`src/rtl/lnkm_regs_pkg.sv`:
```
package lnkm_regs_pkg;

  localparam int unsigned WORD_W = 32;

  // word indices (byte offset >> 2); bank b uses base + b
  localparam int unsigned IDX_EN_LOAD = 4;    // 0x010
  localparam int unsigned IDX_EN_SET  = 6;    // 0x018
  localparam int unsigned IDX_EN_CLR  = 8;    // 0x020
  localparam int unsigned IDX_IDENT   = 29;   // 0x074
  localparam int unsigned IDX_RST_CMD = 116;  // 0x1D0

  localparam int unsigned CMD_BIT_GENERAL = 31;
  localparam int unsigned CMD_BIT_ERROR   = 30;

  typedef struct packed {
    logic load;
    logic set;
    logic clr;
  } en_ctl_t;

endpackage

```
`src/rtl/lnkm_addr_decode.sv`:
```
module lnkm_addr_decode
  import lnkm_regs_pkg::*;
#(
  parameter int unsigned ADDR_W   = 12,
  parameter int unsigned NUM_REGS = 128,
  parameter int unsigned BANKS    = 2,
  localparam int unsigned IDX_W   = ADDR_W - 2
) (
  input  logic [IDX_W-1:0]    idx,
  output logic                in_range,
  output en_ctl_t [BANKS-1:0] ctl,
  output logic                is_ident,
  output logic                is_rst_cmd
);

  assign in_range   = (int'(idx) < int'(NUM_REGS));
  assign is_ident   = in_range && (idx == IDX_W'(IDX_IDENT));
  assign is_rst_cmd = in_range && (idx == IDX_W'(IDX_RST_CMD));

  for (genvar b = 0; b < BANKS; b++) begin : g_bank
    assign ctl[b].load = in_range && (idx == IDX_W'(IDX_EN_LOAD + b));
    assign ctl[b].set  = in_range && (idx == IDX_W'(IDX_EN_SET + b));
    assign ctl[b].clr  = in_range && (idx == IDX_W'(IDX_EN_CLR + b));
  end

endmodule

```
`src/rtl/lnkm_en_word.sv`:
```
module lnkm_en_word
  import lnkm_regs_pkg::*;
#(
  parameter int unsigned W = 32
) (
  input  logic         clk,
  input  logic         clr_all,
  input  logic         wr,
  input  en_ctl_t      ctl,
  input  logic [W-1:0] wdata,
  output logic [W-1:0] q
);

  always_ff @(posedge clk) begin
    if (clr_all) begin
      q <= '0;
    end else if (wr) begin
      if (ctl.load)     q <= wdata;
      else if (ctl.set) q <= q | wdata;
      else if (ctl.clr) q <= q & ~wdata;
    end
  end

endmodule

```
`src/rtl/lnkm_rd_sel.sv`:
```
module lnkm_rd_sel
  import lnkm_regs_pkg::*;
#(
  parameter int unsigned        IDX_W   = 10,
  parameter int unsigned        BANKS   = 2,
  parameter logic [WORD_W-1:0]  VERSION = 32'hE005_0101
) (
  input  logic [IDX_W-1:0]          idx,
  input  logic                      in_range,
  input  logic                      is_ident,
  input  logic [BANKS*WORD_W-1:0]   words,
  output logic [WORD_W-1:0]         data
);

  always_comb begin
    data = '0;
    if (in_range) begin
      if (is_ident) data = VERSION;
      for (int b = 0; b < BANKS; b++) begin
        if (idx == IDX_W'(IDX_EN_LOAD + b))
          data = words[b*WORD_W +: WORD_W];
      end
    end
  end

endmodule

```
`src/rtl/lnkm_port_regs.sv`:
```
module lnkm_port_regs
  import lnkm_regs_pkg::*;
#(
  parameter int unsigned       ADDR_W   = 12,
  parameter int unsigned       NUM_REGS = 128,
  parameter int unsigned       PORTS    = 64,
  parameter logic [31:0]       VERSION  = 32'hE005_0101
) (
  input  logic              clk,
  input  logic              rst,
  input  logic              rd_en,
  input  logic              wr_en,
  input  logic [ADDR_W-1:0] addr,
  input  logic [31:0]       wdata,
  output logic [31:0]       rdata,
  output logic              addr_err,
  output logic [PORTS-1:0]  port_en
);

  localparam int unsigned IDX_W = ADDR_W - 2;
  localparam int unsigned BANKS = PORTS / WORD_W;

  logic [IDX_W-1:0]    idx;
  logic                in_range;
  logic                is_ident;
  logic                is_rst_cmd;
  en_ctl_t [BANKS-1:0] ctl;
  logic [WORD_W-1:0]   rd_word;
  logic                soft_req;
  logic                soft_q;
  logic                clr_all;
  logic [1:0]          unused_lsb;

  assign idx        = addr[ADDR_W-1:2];
  assign unused_lsb = addr[1:0];

  lnkm_addr_decode #(
    .ADDR_W   (ADDR_W),
    .NUM_REGS (NUM_REGS),
    .BANKS    (BANKS)
  ) u_dec (
    .idx        (idx),
    .in_range   (in_range),
    .ctl        (ctl),
    .is_ident   (is_ident),
    .is_rst_cmd (is_rst_cmd)
  );

  // reset command: request captured now, applied one edge later
  assign soft_req = wr_en && is_rst_cmd &&
                    (wdata[CMD_BIT_GENERAL] || wdata[CMD_BIT_ERROR]);

  always_ff @(posedge clk) begin
    if (rst) soft_q <= 1'b0;
    else     soft_q <= soft_req;
  end

  assign clr_all = rst || soft_q;

  for (genvar b = 0; b < BANKS; b++) begin : g_word
    lnkm_en_word #(.W(WORD_W)) u_word (
      .clk     (clk),
      .clr_all (clr_all),
      .wr      (wr_en),
      .ctl     (ctl[b]),
      .wdata   (wdata),
      .q       (port_en[b*WORD_W +: WORD_W])
    );
  end

  lnkm_rd_sel #(
    .IDX_W   (IDX_W),
    .BANKS   (BANKS),
    .VERSION (VERSION)
  ) u_rd (
    .idx      (idx),
    .in_range (in_range),
    .is_ident (is_ident),
    .words    (port_en[BANKS*WORD_W-1:0]),
    .data     (rd_word)
  );

  always_ff @(posedge clk) begin
    if (clr_all) begin
      rdata    <= '0;
      addr_err <= 1'b0;
    end else begin
      if (rd_en) rdata <= rd_word;
      addr_err <= (rd_en || wr_en) && !in_range;
    end
  end

endmodule

```
`config.mk`:
```
export PLATFORM = sky130hd
export DESIGN_NAME = lnkm_port_regs
export DESIGN_NICKNAME = d
export VERILOG_FILES = /design/src/rtl/lnkm_regs_pkg.sv /design/src/rtl/lnkm_addr_decode.sv /design/src/rtl/lnkm_en_word.sv /design/src/rtl/lnkm_rd_sel.sv /design/src/rtl/lnkm_port_regs.sv
export SDC_FILE = /design/constraint.sdc
export NUM_CORES = 1
export LEC_CHECK = 0
export ABC_CLOCK_PERIOD_IN_PS = 1600
export BUFFER_PORTS_ARGS = -buffer_cell sky130_fd_sc_hd__buf_2
export CORE_MARGIN = 4
export CORE_UTILIZATION = 31
export DETAILED_ROUTE_END_ITERATION = 10
export PLACE_DENSITY = 0.57
export SKIP_LAST_GASP = 1
export SLEW_MARGIN = 20
export SYNTH_ARGS = -nofsm -noshare
export SYNTH_HDL_FRONTEND = slang
export SYNTH_SLANG_ARGS = --single-unit
export TNS_END_PERCENT = 30
```
`constraint.sdc`:
```
create_clock -name clk -period 1.6 [get_ports clk]
set_input_delay 0.16 -clock clk [delete_from_list [all_inputs] [get_ports clk]]
set_output_delay 0.16 -clock clk [all_outputs]
set_load 0.1 [all_outputs]
```
==> impl_metrics.csv <==
group,metric,value,unit
status,status,"complete, but fails checks",
status,violations,"negative setup slack",
clocking,clkLatencyLatePin,0.35,ns
sta,worst_pin_slew,0.519,ns
placement,detailed_place_hpwl,9.67,mm
power,comb_power_share,34.7,%
synth,synth.cell_area,4430,sq um
synth,synthFlopType,"dfxtp_1",
clocking,cts_root_buffer,"clkbuf_16",
die,die_h,128,um
die,die-area,16300,sq um
sta,holdWs,0.0551,ns
sta,finalHoldViolations,0,
power,seqPwrFrac,37.0,%
route,avgRoutedWirePerCell,17.6,um
synth,syn_nets,509,
synth,synth_top_area_share,44.3,%
clocking,cts.sinks,98,
power,p_sw_share,42.1,%
power,pwr_density_cell,1290,nW/um^2
synth,ys_seq_area_share,44.3,%
worst_setup_path,cp_slowest_stage_delay,0.52,ns
global_route,grt_pass1_vias,4154,
worst_setup_path,worstReg2RegStart,"soft_q$_SDFF_PP0_",
route,ant_nets,0,
power,internal_power,4.50,mW
finish,fill_cells,1338,
synth,synth.avg_cell_area,9.60,sq um
worst_hold_path,hold_start,"wdata[8]",
die,rows,43,
sta,final.setup.worst_slack,-0.0382,ns
sta,fin_crit,1.64,ns
worst_setup_path,cp.required,1.86,ns
sta,fin_crit_sh,102,%
die,initial_core_util,31.8,%
worst_setup_path,path_cells,"or4b_4 -> nor4_4 -> buf_6 -> buf_12 -> nand2_1 -> o221ai_1",
global_route,track_usage,16.9,%
placement,gp_congestion,0.845,
worst_setup_path,crit_buf_inv,2,
synth,syn_inst,461,
synth,synth.most_common_cell,"dfxtp_1",
route,vias,4225,
power,p_clk_share,28.3,%
synth,synth_area_leader_cell,"dfxtp_1",
power,vdd_ir_drop_max,0.529,mV
global_route,grt-ovfl-total,0,
synth,synth_edf_count,0,
worst_hold_path,hp-class,"in -> reg",
placement,port_buffers,142,
sta,finClkSkew,0.00766,ns
finish,drive_gt1_share,39.3,%
clocking,htree_levels,3,
route,drtPass1Iterations,4,
finish,syn_to_final_growth,36.4,%
worst_setup_path,crit_fanout,7,
synth,ys_top_cells_by_area,"dfxtp_1 (44%), a221o_1 (8.4%), nor4b_1 (6.3%)",
finish,multiInputGateArea,2210,sq um
die,core,13900,sq um
finish,antennaDiodeCount,0,
synth,synth-seq-cells,98,
route,route.detailed.drc,0,
route,viasPerCell,5.26,
synth,ys.warnings.count,0,
worst_setup_path,critPathLaunch,"soft_q$_SDFF_PP0_",
power,leakage,2.61,nW
clocking,clk_pin_slew,0.07,ns
sta,fmax,610,MHz
sta,drv_slew,0,
power,p_sw,3.27,mW
synth,ys_types,42,
die,boundaryPins,145,
sta,setup_viol_count_final,33,
worst_setup_path,critPathLaunchType,"flop",
worst_setup_path,criticalPathCategory,"reg -> reg",
finish,final_nets,666,
clocking,ctsHoldBuffers,0,
synth,async_flop_share,0,%
synth,synth_common_cells,"dfxtp_1 (98), nand2_1 (59), a221o_1 (37), inv_1 (33), nor4b_1 (32)",
job,cap_violations,0,
clocking,cts_buffers,9,
global_route,grt_pass1_wl,21.7,mm
sta,finalSetupTns,-0.525,ns
finish,seq_area,1990,sq um
sta,rsz0062_at_grt,"yes",
route,drt-initial-drc-count,312,
global_route,grt_max_degree,34,
placement,dp_slack,-0.172,ns
clocking,cts_tree,"done",
global_route,antenna_found_initial,0,
sta,slew_headroom,65.6,%
worst_setup_path,end_kind,"flop",
clocking,cts.path.max_buffers,2,
worst_setup_path,cpMaxStageDelayCell,"or4b_4",
worst_setup_path,arrival,1.90,ns
die,die_x,128,um
route,routed_wirelength,14.2,mm
worst_setup_path,critical-path-top-delay-family,"simple AND/OR/NAND/NOR gates",
## repair_timing
item | 4_1_cts | 5_1_grt
pin swaps | 0 | 4
gates resized for setup | 1 | 27
cloned | 0 | 3
buffers inserted | 0 | 1
endpoints found under the setup margin | 71 | 83
## tightest hold or removal path: cells and delay by family
family,cells,cell delay (ns)
AOI/OAI and AO/OA,1,0.05
buffers and inverters,1,0.10
and+or+nand+nor,1,0.05
## cells in the final DEF (no fill, tap or decap), types with 7 or more instances in the layout
cell       Yosys  routed
or3_1         31      31
dfxtp_2        0      19
and2_1         7       7
o221ai_1      31      25
nand2_1       59      54
mux2i_1       25      25
inv_1         33      33
clkbuf_16      0      11
buf_2          8     142
a221o_1       37      37
buf_4          2      27
buf_12         0       9
nor4b_1       32      32
nand2b_1       8       8
o21ai_0       25      25
dfxtp_1       98      79
## power by group through the flow
stage | registers [mW] | clock network [mW] | logic [mW]
after floorplan | 4.57 | 0 | 0.509
after global placement | 2.92 | 0 | 2.65
after detailed placement | 2.93 | 0 | 2.67
after CTS | 2.87 | 2.24 | 2.68
after global routing | 2.90 | 2.36 | 2.81
final | 2.87 | 2.20 | 2.70
## metrics by stage
stage	instance area (sq um)	total power, mW	cells	util (%)
floorplan	4450	5.08	461	-
global placement	5570	5.56	783	39.9
detailed placement	5570	5.60	783	39.9
CTS	5870	7.79	799	42.1
global route	6040	8.07	803	43.3
finish	6040	7.77	803	43.3
## final cells by class
type | instances | area share [%]
multi-input cells | 292 | 36.5
flip-flops and latches | 98 | 32.9
repair buffers | 184 | 19.8
clock buffers | 15 | 4.93
well taps | 180 | 3.73
inverters | 33 | 2.05
clock inverters | 1 | 0.0829
## path summary, 6_finish.rpt
| path | endpoint | slack (ns) | cells after the start |
|---|---|---|---|
| hold reg to reg | rdata[11]$_SDFFE_PP0P_ | 0.45 | 2 |
| setup / recovery | flop | -0.04 | 6 |
| hold / removal | flop | 0.06 | 3 |
| setup reg to reg | flop | -0.04 | 6 |
## metal layers
layer	wire, um	global-route usage [%]	vias up
met3	798	3.51	22
met2	6850	28.0	127
met5	0	0	-
met4	330	7.70	0
li1	-	-	2058
met1	6190	21.2	2018
## logic make-up (layout without fill, tap and decap cells)
group           after synthesis  after routing  synth area share (%)
simple gates                167            167                  23.4
buf+inv                      71            233                  7.46
compound gates              100            100                  19.2
mux                          25             25                  5.65
flops                        98             98                  44.3
No activity file was read; power rests on OpenSTA's default activity.
